**src/rtl/pft_pkg.sv**
```systemverilog
package pft_pkg;
  localparam int ROM_AW = 6;

  typedef logic signed [7:0] rom_t;

  function automatic logic [6:0] quarter_mag(input logic [4:0] k);
    logic [6:0] v;
    case (k)
      5'd0:    v = 7'd0;
      5'd1:    v = 7'd12;
      5'd2:    v = 7'd25;
      5'd3:    v = 7'd37;
      5'd4:    v = 7'd49;
      5'd5:    v = 7'd60;
      5'd6:    v = 7'd71;
      5'd7:    v = 7'd81;
      5'd8:    v = 7'd90;
      5'd9:    v = 7'd98;
      5'd10:   v = 7'd106;
      5'd11:   v = 7'd112;
      5'd12:   v = 7'd117;
      5'd13:   v = 7'd122;
      5'd14:   v = 7'd125;
      5'd15:   v = 7'd126;
      default: v = 7'd127;
    endcase
    return v;
  endfunction

  // sine of a 64-step angle built from a quarter wave by symmetry
  function automatic rom_t nco_sin(input logic [ROM_AW-1:0] a);
    logic [4:0] k;
    rom_t m;
    k = a[4] ? (5'd16 - {1'b0, a[3:0]}) : {1'b0, a[3:0]};
    m = $signed({1'b0, quarter_mag(k)});
    return a[5] ? -m : m;
  endfunction

  function automatic rom_t nco_cos(input logic [ROM_AW-1:0] a);
    return nco_sin(a + ROM_AW'(16));
  endfunction

  // fold a mod-16 sector change into a step in -4..4
  function automatic logic signed [3:0] fold_step(input logic [3:0] d);
    if (d <= 4'd4)       return $signed(d);
    else if (d <= 4'd12) return $signed(4'd8 - d);
    else                 return $signed(d);
  endfunction
endpackage

```
**src/rtl/pft_sector.sv**
```systemverilog
module pft_sector #(
  parameter int AW = 15
) (
  input  logic signed [AW-1:0] acc_i,
  input  logic signed [AW-1:0] acc_q,
  output logic [3:0]           sector
);
  localparam int XW = AW + 3;

  logic signed [XW-1:0] xi, xq, tx, ty;
  logic signed [XW-1:0] proj [7];
  logic [6:0]           beyond;
  logic                 lower;

  always_comb begin
    xi    = XW'(acc_i);
    xq    = XW'(acc_q);
    lower = xq[XW-1] || (xq == '0 && xi[XW-1]);
    tx    = lower ? -xi : xi;
    ty    = lower ? -xq : xq;
    proj[0] = (ty <<< 1) - tx;
    proj[1] = ty - tx;
    proj[2] = ty - (tx <<< 1);
    proj[3] = -tx;
    proj[4] = -(tx <<< 1) - ty;
    proj[5] = -tx - ty;
    proj[6] = -tx - (ty <<< 1);
    for (int k = 0; k < 7; k++) begin
      beyond[k] = !proj[k][XW-1] && (proj[k] != '0);
    end
    sector = {lower, 3'b000} + 4'($countones(beyond));
  end
endmodule

```
**src/rtl/pft_loop.sv**
```systemverilog
module pft_loop
  import pft_pkg::*;
#(
  parameter int FW        = 16,
  parameter int K1SH      = 6,
  parameter int K2SH      = 9,
  parameter int UPD_CHIPS = 128
) (
  input  logic                 clk,
  input  logic                 rst_n,
  input  logic                 en,
  input  logic                 dump,
  input  logic [3:0]           sector,
  input  logic                 tick,
  output logic signed [FW-1:0] freq,
  output logic [ROM_AW-1:0]    nco_addr
);
  localparam int UCW = $clog2(UPD_CHIPS);

  logic [3:0]           prev_q, prev_d;
  logic                 have_q, have_d;
  logic signed [FW-1:0] freq_q, freq_d, prop;
  logic [FW-1:0]        phase_q, phase_d;
  logic [UCW-1:0]       ucnt_q, ucnt_d;
  logic signed [3:0]    step;
  logic                 roll;

  always_comb begin
    step    = have_q ? fold_step(sector - prev_q) : 4'sd0;
    prev_d  = prev_q;
    have_d  = have_q;
    freq_d  = freq_q;
    phase_d = phase_q;
    ucnt_d  = ucnt_q;
    roll    = 1'b0;
    prop    = '0;
    if (!en) begin
      prev_d  = '0;
      have_d  = 1'b0;
      freq_d  = '0;
      phase_d = '0;
      ucnt_d  = '0;
    end else begin
      if (dump) begin
        prev_d = sector;
        have_d = 1'b1;
        freq_d = freq_q + (FW'(step) <<< K1SH);
        prop   = FW'(step) <<< K2SH;
      end
      if (tick) begin
        if (ucnt_q == UCW'(UPD_CHIPS - 1)) begin
          ucnt_d = '0;
          roll   = 1'b1;
        end else begin
          ucnt_d = ucnt_q + 1'b1;
        end
      end
      phase_d = phase_q + $unsigned(prop) + (roll ? $unsigned(freq_q) : '0);
    end
  end

  always_ff @(posedge clk or negedge rst_n) begin
    if (!rst_n) begin
      prev_q  <= '0;
      have_q  <= 1'b0;
      freq_q  <= '0;
      phase_q <= '0;
      ucnt_q  <= '0;
    end else begin
      prev_q  <= prev_d;
      have_q  <= have_d;
      freq_q  <= freq_d;
      phase_q <= phase_d;
      ucnt_q  <= ucnt_d;
    end
  end

  assign freq     = freq_q;
  assign nco_addr = phase_q[FW-1 -: ROM_AW];
endmodule

```
**src/rtl/pft_rotator.sv**
```systemverilog
module pft_rotator
  import pft_pkg::*;
#(
  parameter int DW = 12
) (
  input  logic                 clk,
  input  logic                 rst_n,
  input  logic                 en,
  input  logic                 smp_valid,
  input  logic signed [DW-1:0] smp_i,
  input  logic signed [DW-1:0] smp_q,
  input  logic [ROM_AW-1:0]    addr,
  output logic                 out_valid,
  output logic signed [DW-1:0] out_i,
  output logic signed [DW-1:0] out_q
);
  localparam int PW = DW + 10;

  function automatic logic signed [DW-1:0] clip(input logic signed [PW-1:0] v);
    if (v[PW-1:DW-1] == '0 || v[PW-1:DW-1] == '1) return v[DW-1:0];
    else if (v[PW-1]) return {1'b1, {(DW-1){1'b0}}};
    else return {1'b0, {(DW-1){1'b1}}};
  endfunction

  rom_t                 cs, sn;
  logic signed [PW-1:0] pr_i, pr_q;
  logic                 ov_q, ov_d;
  logic signed [DW-1:0] oi_q, oi_d, oq_q, oq_d;

  always_comb begin
    cs   = nco_cos(addr);
    sn   = nco_sin(addr);
    pr_i = PW'(smp_i) * PW'(cs) + PW'(smp_q) * PW'(sn) + PW'(64);
    pr_q = PW'(smp_q) * PW'(cs) - PW'(smp_i) * PW'(sn) + PW'(64);
    ov_d = en && smp_valid;
    oi_d = oi_q;
    oq_d = oq_q;
    if (!en) begin
      oi_d = '0;
      oq_d = '0;
    end else if (smp_valid) begin
      oi_d = clip(pr_i >>> 7);
      oq_d = clip(pr_q >>> 7);
    end
  end

  always_ff @(posedge clk or negedge rst_n) begin
    if (!rst_n) begin
      ov_q <= 1'b0;
      oi_q <= '0;
      oq_q <= '0;
    end else begin
      ov_q <= ov_d;
      oi_q <= oi_d;
      oq_q <= oq_d;
    end
  end

  assign out_valid = ov_q;
  assign out_i     = oi_q;
  assign out_q     = oq_q;
endmodule

```
**src/rtl/pft_lock.sv**
```systemverilog
module pft_lock #(
  parameter int LOCK_WIN = 64,
  parameter int LOCK_MAX = 4
) (
  input  logic clk,
  input  logic rst_n,
  input  logic en,
  input  logic v,
  input  logic sign_i,
  input  logic sign_q,
  output logic locked
);
  localparam int WCW = $clog2(LOCK_WIN);
  localparam int CCW = $clog2(2 * LOCK_WIN + 1);

  logic [WCW-1:0] wcnt_q, wcnt_d;
  logic [CCW-1:0] chg_q, chg_d, nchg, tot;
  logic           psi_q, psi_d, psq_q, psq_d, hp_q, hp_d, lock_q, lock_d;

  always_comb begin
    nchg   = hp_q ? (CCW'(sign_i ^ psi_q) + CCW'(sign_q ^ psq_q)) : '0;
    tot    = chg_q + nchg;
    wcnt_d = wcnt_q;
    chg_d  = chg_q;
    psi_d  = psi_q;
    psq_d  = psq_q;
    hp_d   = hp_q;
    lock_d = lock_q;
    if (!en) begin
      wcnt_d = '0;
      chg_d  = '0;
      psi_d  = 1'b0;
      psq_d  = 1'b0;
      hp_d   = 1'b0;
      lock_d = 1'b0;
    end else if (v) begin
      psi_d = sign_i;
      psq_d = sign_q;
      hp_d  = 1'b1;
      if (wcnt_q == WCW'(LOCK_WIN - 1)) begin
        wcnt_d = '0;
        chg_d  = '0;
        lock_d = (tot <= CCW'(LOCK_MAX));
      end else begin
        wcnt_d = wcnt_q + 1'b1;
        chg_d  = tot;
      end
    end
  end

  always_ff @(posedge clk or negedge rst_n) begin
    if (!rst_n) begin
      wcnt_q <= '0;
      chg_q  <= '0;
      psi_q  <= 1'b0;
      psq_q  <= 1'b0;
      hp_q   <= 1'b0;
      lock_q <= 1'b0;
    end else begin
      wcnt_q <= wcnt_d;
      chg_q  <= chg_d;
      psi_q  <= psi_d;
      psq_q  <= psq_d;
      hp_q   <= hp_d;
      lock_q <= lock_d;
    end
  end

  assign locked = lock_q;
endmodule

```
**src/rtl/pilot_freq_tracker.sv**
```systemverilog
module pilot_freq_tracker
  import pft_pkg::*;
#(
  parameter int DW        = 12,
  parameter int PIL_N     = 4,
  parameter int FW        = 16,
  parameter int K1SH      = 6,
  parameter int K2SH      = 9,
  parameter int UPD_CHIPS = 128,
  parameter int LOCK_WIN  = 64,
  parameter int LOCK_MAX  = 4
) (
  input  logic                 clk,
  input  logic                 rst_n,
  input  logic                 en,
  input  logic                 pil_valid,
  input  logic signed [DW-1:0] pil_i,
  input  logic signed [DW-1:0] pil_q,
  input  logic                 smp_valid,
  input  logic signed [DW-1:0] smp_i,
  input  logic signed [DW-1:0] smp_q,
  output logic                 out_valid,
  output logic signed [DW-1:0] out_i,
  output logic signed [DW-1:0] out_q,
  output logic                 sector_valid,
  output logic [3:0]           pilot_sector,
  output logic signed [FW-1:0] freq_est,
  output logic                 locked
);
  localparam int PCW = $clog2(PIL_N);
  localparam int AW  = DW + PCW + 1;

  logic [1:0]           rsync_q;
  logic                 rst_int_n;
  logic signed [AW-1:0] pacc_i_q, pacc_i_d, pacc_q_q, pacc_q_d, sum_i, sum_q;
  logic [PCW-1:0]       pcnt_q, pcnt_d;
  logic [3:0]           sec_now, sec_q, sec_d;
  logic                 svld_q, svld_d;
  logic [ROM_AW-1:0]    nco_addr;

  always_ff @(posedge clk or negedge rst_n) begin
    if (!rst_n) rsync_q <= '0;
    else        rsync_q <= {rsync_q[0], 1'b1};
  end
  assign rst_int_n = rsync_q[1];

  assign sum_i = pacc_i_q + AW'(pil_i);
  assign sum_q = pacc_q_q + AW'(pil_q);

  pft_sector #(.AW(AW)) u_sector (
    .acc_i  (sum_i),
    .acc_q  (sum_q),
    .sector (sec_now)
  );

  always_comb begin
    pacc_i_d = pacc_i_q;
    pacc_q_d = pacc_q_q;
    pcnt_d   = pcnt_q;
    sec_d    = sec_q;
    svld_d   = 1'b0;
    if (!en) begin
      pacc_i_d = '0;
      pacc_q_d = '0;
      pcnt_d   = '0;
      sec_d    = '0;
    end else if (pil_valid) begin
      if (pcnt_q == PCW'(PIL_N - 1)) begin
        pacc_i_d = '0;
        pacc_q_d = '0;
        pcnt_d   = '0;
        sec_d    = sec_now;
        svld_d   = 1'b1;
      end else begin
        pacc_i_d = sum_i;
        pacc_q_d = sum_q;
        pcnt_d   = pcnt_q + 1'b1;
      end
    end
  end

  always_ff @(posedge clk or negedge rst_int_n) begin
    if (!rst_int_n) begin
      pacc_i_q <= '0;
      pacc_q_q <= '0;
      pcnt_q   <= '0;
      sec_q    <= '0;
      svld_q   <= 1'b0;
    end else begin
      pacc_i_q <= pacc_i_d;
      pacc_q_q <= pacc_q_d;
      pcnt_q   <= pcnt_d;
      sec_q    <= sec_d;
      svld_q   <= svld_d;
    end
  end

  assign sector_valid = svld_q;
  assign pilot_sector = sec_q;

  pft_loop #(.FW(FW), .K1SH(K1SH), .K2SH(K2SH), .UPD_CHIPS(UPD_CHIPS)) u_loop (
    .clk      (clk),
    .rst_n    (rst_int_n),
    .en       (en),
    .dump     (svld_q),
    .sector   (sec_q),
    .tick     (smp_valid),
    .freq     (freq_est),
    .nco_addr (nco_addr)
  );

  pft_rotator #(.DW(DW)) u_rot (
    .clk       (clk),
    .rst_n     (rst_int_n),
    .en        (en),
    .smp_valid (smp_valid),
    .smp_i     (smp_i),
    .smp_q     (smp_q),
    .addr      (nco_addr),
    .out_valid (out_valid),
    .out_i     (out_i),
    .out_q     (out_q)
  );

  pft_lock #(.LOCK_WIN(LOCK_WIN), .LOCK_MAX(LOCK_MAX)) u_lock (
    .clk    (clk),
    .rst_n  (rst_int_n),
    .en     (en),
    .v      (out_valid),
    .sign_i (out_i[DW-1]),
    .sign_q (out_q[DW-1]),
    .locked (locked)
  );
endmodule

```
**config.mk**
```make
export PLATFORM = sky130hd
export DESIGN_NAME = pilot_freq_tracker
export DESIGN_NICKNAME = d
export VERILOG_FILES = /design/src/rtl/pft_pkg.sv /design/src/rtl/pft_sector.sv /design/src/rtl/pft_loop.sv /design/src/rtl/pft_rotator.sv /design/src/rtl/pft_lock.sv /design/src/rtl/pilot_freq_tracker.sv
export SDC_FILE = /design/constraint.sdc
export NUM_CORES = 2
export LEC_CHECK = 0
export BUFFER_PORTS_ARGS = -buffer_cell sky130_fd_sc_hd__buf_4
export CAP_MARGIN = 10
export CORE_ASPECT_RATIO = 1.4
export CORE_MARGIN = 2
export CORE_UTILIZATION = 60
export DETAILED_ROUTE_END_ITERATION = 16
export GPL_ROUTABILITY_DRIVEN = 0
export PLACE_DENSITY = 0.77
export SLEW_MARGIN = 10
export SYNTH_ARGS = -nofsm -noshare
export SYNTH_HDL_FRONTEND = slang
export SYNTH_SLANG_ARGS = --single-unit
```
**constraint.sdc**
```tcl
create_clock -name clk -period 5 [get_ports clk]
set_input_delay 0.5 -clock clk [delete_from_list [all_inputs] [get_ports clk]]
set_output_delay 0.5 -clock clk [all_outputs]
set_load 0.01 [all_outputs]
```
# == Yosys cells after proc, flatten, opt, wreduce, memory -nomap -nowiden ==
# Memory sizes are Yosys's and may differ from the RTL's.
# Index checks and enable logic that the tools add are counted.
# classes
bitwise_logic,2
div_mod_pow,0
addsub,38
n_eq_ne,11
n_shift,0
reduce_logical,31
mul,4
muxes,66
n_lt_le_gt_ge,3
# ops
op,n
nonzero test 18 bit,7
subtractor 18 bit,6
2-to-1 mux 12 bit,8
2-to-1 mux 16 bit,6
2-to-1 mux 15 bit,6
multiplier 12 x 8 -> 20 bit,4
2-to-1 mux 8 bit,6
adder 22 x 8 -> 22 bit (second input constant),2
2-to-1 mux 18 bit,2
negation 15 -> 18 bit,2
negation 18 bit,2
2-to-1 mux 7 bit,5
adder 16 bit,2
2-to-1 mux 4 bit,8
adder 15 x 12 -> 15 bit,2
adder 22 bit,1
== test 11 bit (second input constant),2
logical NOT 11 bit,2
subtractor 22 bit,1
logical NOT 18 bit,1
2-to-1 mux 6 bit,3
2-to-1 mux 1 bit,17
adder 16 x 10 -> 16 bit,1
adder 8 bit,2
other kinds (27),57
# totals
in_bits,53
wordCells,177
latch_bits,0
output_inout_bits,47
regBits,126
mem_bits_rw,0
mem_count,2
mem_bits_ro,224
# mem_list
memory,depth,word_bits,read_ports,rd_ports_with_merged_regs,write_ports,line_no,rtl
(name not given),16,7,1,0,0,pft_pkg.sv:8,case (k)
(name not given),16,7,1,0,0,pft_pkg.sv:8,

# == Longest topological paths before layout ==
# logic_depth
depth_word,16
mapped_depth,52
depth_no_buf,49

# == Hierarchy ==
# From an unflattened synthesis, not the netlist that was laid out.
# hier_totals
hier_cells,3588
area_unflattened_um2,30869.6
# by_module_without_submodules
module,cells_each,seq_area_each_um2,area_each_um2,n_inst
pft_rotator,1956,625.6,17555.6,1
pft_sector,892,0.0,6368.6,1
pft_loop,335,950.9,3125.5,1
pilot_freq_tracker,298,975.9,2777.7,1
pft_lock,107,450.4,1042.2,1

# == Least setup slack after synthesis ==
# OpenSTA, ideal clock, no wires.
# synth_timing
path_type,reg2reg
startpoint,register u_loop.phase_q[10]
endpoint,register u_rot.oi_q[0] (netlist: u_rot.out_i[0])
stages_incl_launch_ff,49
path_slack_ps,-5009
setup_ps,143
n_path_buf,3
required_ps,4857
arrival_ps,9866
period_less_slack_ps,10009
path_cell_list,dfrtp_1 > clkbuf_1 > inv_1 > ha_1 > nand2_1 > a21boi_0 > inv_1 > ha_1 > a32oi_1 > a21oi_1 > nand3_1 > nor2_1 > nand2_1 > o41ai_1 > clkbuf_1 > inv_1 > fa_1 > inv_1 > (+13 left out) > a21oi_1 > o21bai_1 > a21oi_1 > o21bai_1 > a21oi_1 > xnor2_1 > ha_1 > ha_1 > a21oi_1 > nor3_1 > o21ai_0 > a31oi_1 > a31o_2 > a31oi_1 > inv_1 > o21ai_1 > clkbuf_1 > a22oi_1
# synth_via
elab_chain_len,15
elab_cells_between_ends,24
cone_classes,add/sub: 7; mul: 2; eq/ne: 1; mux: 10; reduce/logical: 2; memory: 2
# synth_lines
item,line_no,rtl
from (decl),pft_loop.sv:23,"logic [FW-1:0] phase_q, phase_d;"
from (signal assigned),pft_loop.sv:73,phase_q <= phase_d;
adder 6 x 5 -> 6 bit,pft_pkg.sv:40,return nco_sin(a + ROM_AW'(16));
subtractor 5 x 4 -> 5 bit,pft_pkg.sv:34,"k = a[4] ? (5'd16 - {1'b0, a[3:0]}) : {1'b0, a[3:0]};"
2-to-1 mux 5 bit,pft_pkg.sv:34,
memory read (16 x 7 bit),-,
2-to-1 mux 7 bit,pft_pkg.sv:8,
negation 7 -> 8 bit,pft_pkg.sv:36,return a[5] ? -m : m;
2-to-1 mux 8 bit,pft_pkg.sv:36,
multiplier 12 x 8 -> 20 bit,pft_rotator.sv:33,pr_i = PW'(smp_i) * PW'(cs) + PW'(smp_q) * PW'(sn) + PW'(64);
adder 22 bit *,pft_rotator.sv:33,
adder 22 x 8 -> 22 bit *,pft_rotator.sv:33,
== test 11 bit / logical NOT 11 bit (equally long branches),pft_rotator.sv:20,if (v[PW-1:DW-1] == '0 || v[PW-1:DW-1] == '1) return v[DW-1:0];
logical OR 1 bit,pft_rotator.sv:20,
2-to-1 mux 12 bit *,pft_rotator.sv:20,
2-to-1 mux 12 bit *,pft_rotator.sv:41,end else if (smp_valid) begin
2-to-1 mux 12 bit *,pft_rotator.sv:38,if (!en) begin
to (signal assigned),pft_rotator.sv:54,oi_q <= oi_d;
to (decl),pft_rotator.sv:28,"logic signed [DW-1:0] oi_q, oi_d, oq_q, oq_d;"
# Every way passes the cells marked *; elsewhere a longest branch is shown, timed or not. The select of a mux whose other input is x is not followed.
# A chain may end at the register's enable or synchronous reset.

# == Final worst setup path ==
# layout_timing
startpoint,register u_loop.phase_q[12]
endpoint,register u_rot.oq_q[0] (netlist: u_rot.out_q[0])
# layout_via
elab_chain_len,15
elab_cells_between_ends,24
cone_classes,add/sub: 7; mul: 2; eq/ne: 1; mux: 10; reduce/logical: 2; memory: 2
# layout_lines
item,line_no,rtl
adder 6 x 5 -> 6 bit,pft_pkg.sv:40,
subtractor 5 x 4 -> 5 bit,pft_pkg.sv:34,
2-to-1 mux 5 bit,pft_pkg.sv:34,
memory read (16 x 7 bit),-,
2-to-1 mux 7 bit,pft_pkg.sv:8,
negation 7 -> 8 bit,pft_pkg.sv:36,
2-to-1 mux 8 bit,pft_pkg.sv:36,
multiplier 12 x 8 -> 20 bit,pft_rotator.sv:34,pr_q = PW'(smp_q) * PW'(cs) - PW'(smp_i) * PW'(sn) + PW'(64);
subtractor 22 bit *,pft_rotator.sv:34,
adder 22 x 8 -> 22 bit *,pft_rotator.sv:34,
== test 11 bit / logical NOT 11 bit (equally long branches),pft_rotator.sv:20,
logical OR 1 bit,pft_rotator.sv:20,
2-to-1 mux 12 bit *,pft_rotator.sv:20,
2-to-1 mux 12 bit *,pft_rotator.sv:41,
2-to-1 mux 12 bit *,pft_rotator.sv:38,
to (signal assigned),pft_rotator.sv:55,oq_q <= oq_d;
to (decl),pft_rotator.sv:28,
# Marked as above.

==> flow_summary.json <==
{
  "outcome": "complete, but fails checks",
  "failed_checks": "negative setup slack",
  "wl_met2_um": 53700,
  "hpwl_um": 69500,
  "path_class": "reg -> reg",
  "rows": 97,
  "slew_violations": 0,
  "reg2reg_depth": 46,
  "worst_slack_ps": -4890,
  "multi_input_area_um2": 26300,
  "synth_compound_area_frac": 0.148,
  "synth_top_family_by_area": "adder cells",
  "nets": 5306,
  "clk_pin_slew_ps": 80,
  "yosys.area_share.adder": 0.400,
  "netlist_instances": 3585,
  "setup_tns_ps": -123990,
  "setup.worst_path.end_class": "flip-flop",
  "cpPeakStageDelay_ps": 570,
  "fin_cells": 5155,
  "routed_wl_um": 111000,
  "async_flop_share": 1.00,
  "hold_viol": 0,
  "ys.flop_type": "dfrtp_1",
  "wl_met1_um": 34700,
  "dp_cells": 5011,
  "r2r-start": "u_loop.phase_q[12]$_DFF_PN0_",
  "io_buffers": 93,
  "synth_area_um2": 30000,
  "yosys_warnings": 0,
  "hold_path_class": "reg -> async",
  "overflow": 0,
  "core_um2": 49800,
  "grtUsageTotal": 0.365,
  "max-cap-violations": 0,
  "required_ps": 5330,
  "wl_per_cell_um": 21.6,
  "synth_edf_count": 0,
  "synthMuxAreaShare": 0.0111,
  "avgSynthCellArea_um2": 8.37,
  "regArea_um2": 3010,
  "rrSetupSlack_ps": -4890,
  "cp_slowest_cell": "dfrtp_1",
  "grt_pass1_wl_um": 150000,
  "fill_cells": 2539,
  "timing.fmax_mhz": 101,
  "first_pass_iters": 9,
  "cts_tree": "yes",
  "pin_count": 100,
  "die_w_um": 193,
  "cts_max_path_buffers": 2,
  "synthSimpleGateAreaFrac": 0.168,
  "grt_max_degree": 55,
  "r2r_end": "u_rot.out_q[0]$_DFFE_PN0P_",
  "grt_pass1_vias": 31786,
  "start_kind": "flip-flop",
  "fin_crit_sh": 1.98,
  "drc": 0,
  "die_y_um": 269,
  "drt_iter0_markers": 2843,
  "crit_top_cell": "a21oi_2",
  "start_util": 0.603,
  "cts_made_buffers": 17,
  "finClkSkew_ps": 12.7,
  "avgViaCountPerCell": 6.14,
  "min_period_ps": 9890,
  "highest_layer": "met4",
  "cts_root_buffer": "clkbuf_16",
  "clkSinkCount": 120,
  "ys_types": 86,
  "ys_seq_elements": 120,
  "htree_levels": 4,
  "dr_total_vias": 31651,
  "fp.dieArea_um2": 51900,
  "ys_seq_area_frac": 0.100,
  "cp.arrival_ps": 10220,
  "ant_nets": 0,
  "max_slew_margin": 0.128,
  "layout-drive-gt1-share": 0.308,
  "wl_met3_um": 9680,
  "rsz0062_at_grt": "true",
  "antenna_found_initial": 3,
  "worst_pin_slew_ps": 1300,
  "clock_latency_ps": 470,
  "area_growth_pct": 36.2,
  "crit_fanout": 7,
  "synthXorXnorAreaFrac": 0.0767,
  "finalSetupViolCount": 27
}
## what timing repair did
action,CTS,global route
gates cloned,4,3
hold endpoints to repair,2,0
hold buffers,1,0
gates resized for setup,152,193
pin swaps,107,176
setup endpoints to repair,27,27
setup buffers,56,45
## cells in the mapped netlist, types with 14 or more instances
| cell | number | share of area |
|---|---|---|
| inv_1 | 645 | 0.081 |
| ha_1 | 421 | 0.18 |
| fa_1 | 337 | 0.22 |
| nand2_1 | 282 | 0.035 |
| and2_1 | 217 | 0.045 |
| xnor2_1 | 195 | 0.057 |
| a21oi_1 | 176 | 0.029 |
| nor2_1 | 163 | 0.020 |
| o21ai_0 | 143 | 0.024 |
| dfrtp_1 | 120 | 0.10 |
| nor2b_1 | 98 | 0.020 |
| clkbuf_1 | 90 | 0.011 |
| xor2_1 | 68 | 0.020 |
| o21bai_1 | 51 | 0.013 |
| a21o_1 | 50 | 0.013 |
| nor3_1 | 46 | 0.0077 |
| nand3_1 | 39 | 0.0065 |
| mux2i_1 | 30 | 0.010 |
| and3_1 | 27 | 0.0056 |
| o21a_1 | 26 | 0.0065 |
| nand2b_1 | 25 | 0.0052 |
| a21boi_0 | 19 | 0.0048 |
| or2_2 | 19 | 0.0040 |
| a31oi_1 | 18 | 0.0038 |
| a22o_1 | 16 | 0.0047 |
| a221o_1 | 14 | 0.0047 |
| o2111ai_1 | 14 | 0.0041 |
## worst max-delay path, delay by kind of cell (launching register included)
kind | cells | cell delay (ps)
AO/OA/AOI/OAI | 19 | 3890
XOR/XNOR | 2 | 370
adder cells (fa/ha/maj) | 8 | 2630
buffers and inverters | 9 | 1320
flip-flops | 1 | 570
AND/OR/NAND/NOR | 8 | 930
## sequential cells by signal, indices dropped and copies added (netlist names), 2 cells and up
name and flops:
u_loop.freq 10, pilot_sector 4, pcnt_q 2, u_loop.phase_q 16, pacc_i_q 15, u_lock.chg_q 8
u_rot.out_q 12, u_loop.ucnt_q 7, pacc_q_q 15, rsync_q 2, u_lock.wcnt_q 6, u_loop.prev_q 4
u_rot.out_i 12
## worst max-delay path by stage
stage,from,endpoint
floorplan,u_loop.phase_q[10]$_DFF_PN0_,u_rot.out_q[2]$_DFFE_PN0P_
global placement,u_loop.phase_q[11]$_DFF_PN0_,u_rot.out_i[10]$_DFFE_PN0P_
detailed placement,u_loop.phase_q[11]$_DFF_PN0_,u_rot.out_i[10]$_DFFE_PN0P_
CTS,u_loop.phase_q[10]$_DFF_PN0_,u_rot.out_i[6]$_DFFE_PN0P_
global route,u_loop.phase_q[10]$_DFF_PN0_,u_rot.out_q[0]$_DFFE_PN0P_
finish,u_loop.phase_q[12]$_DFF_PN0_,u_rot.out_q[0]$_DFFE_PN0P_
## logic make-up after synthesis
| family | Yosys count |
|---|---|
| buf+inv | 756 |
| compound gates | 668 |
| other cells | 2 |
| simple gates | 985 |
| xor+xnor | 263 |
| flops | 120 |
| fa+ha+maj | 758 |
| mux | 33 |
## routing by layer
metal	up-vias	track usage
met5	-	0
met4	0	0.304
met3	1010	0.0596
met2	2112	0.663
met1	15044	0.358
li1	13485	-
## placed cells by master, fill, tap and decap left out, types with 106 or more instances in the layout
master and n:
inv_1 623, nor2_1 149, nand2_1 268, and2_1 214, buf_4 936, fa_1 323, a21oi_1 112, o21ai_0 106
ha_1 372, xnor2_1 166, dfrtp_1 118
## metrics by stage
stage	instance area, µm²	setup slack [ps]	util	hold WS (ps)
6_report	40900	-4890	0.822	319
5_1_grt	40900	-5340	0.822	359
4_1_cts	39500	-3750	0.793	336
3_5_place_dp	37800	-4080	0.759	284
3_3_place_gp	37800	-3780	0.759	282
2_1_floorplan	30700	-3740	-	204
## cell type report
| cell class | count | share of cell area |
|---|---|---|
| clock inverters | 15 | 0.00367 |
| multi-input cells | 2727 | 0.644 |
| flip-flops and latches | 120 | 0.0735 |
| clock buffers | 17 | 0.0104 |
| repair buffers | 982 | 0.189 |
| diodes | 4 | 0.000245 |
| well taps | 643 | 0.0197 |
| inverters | 647 | 0.0595 |
Power is not shown: default switching activity piles up to over one toggle a cycle in this logic, so the estimate is an artifact.
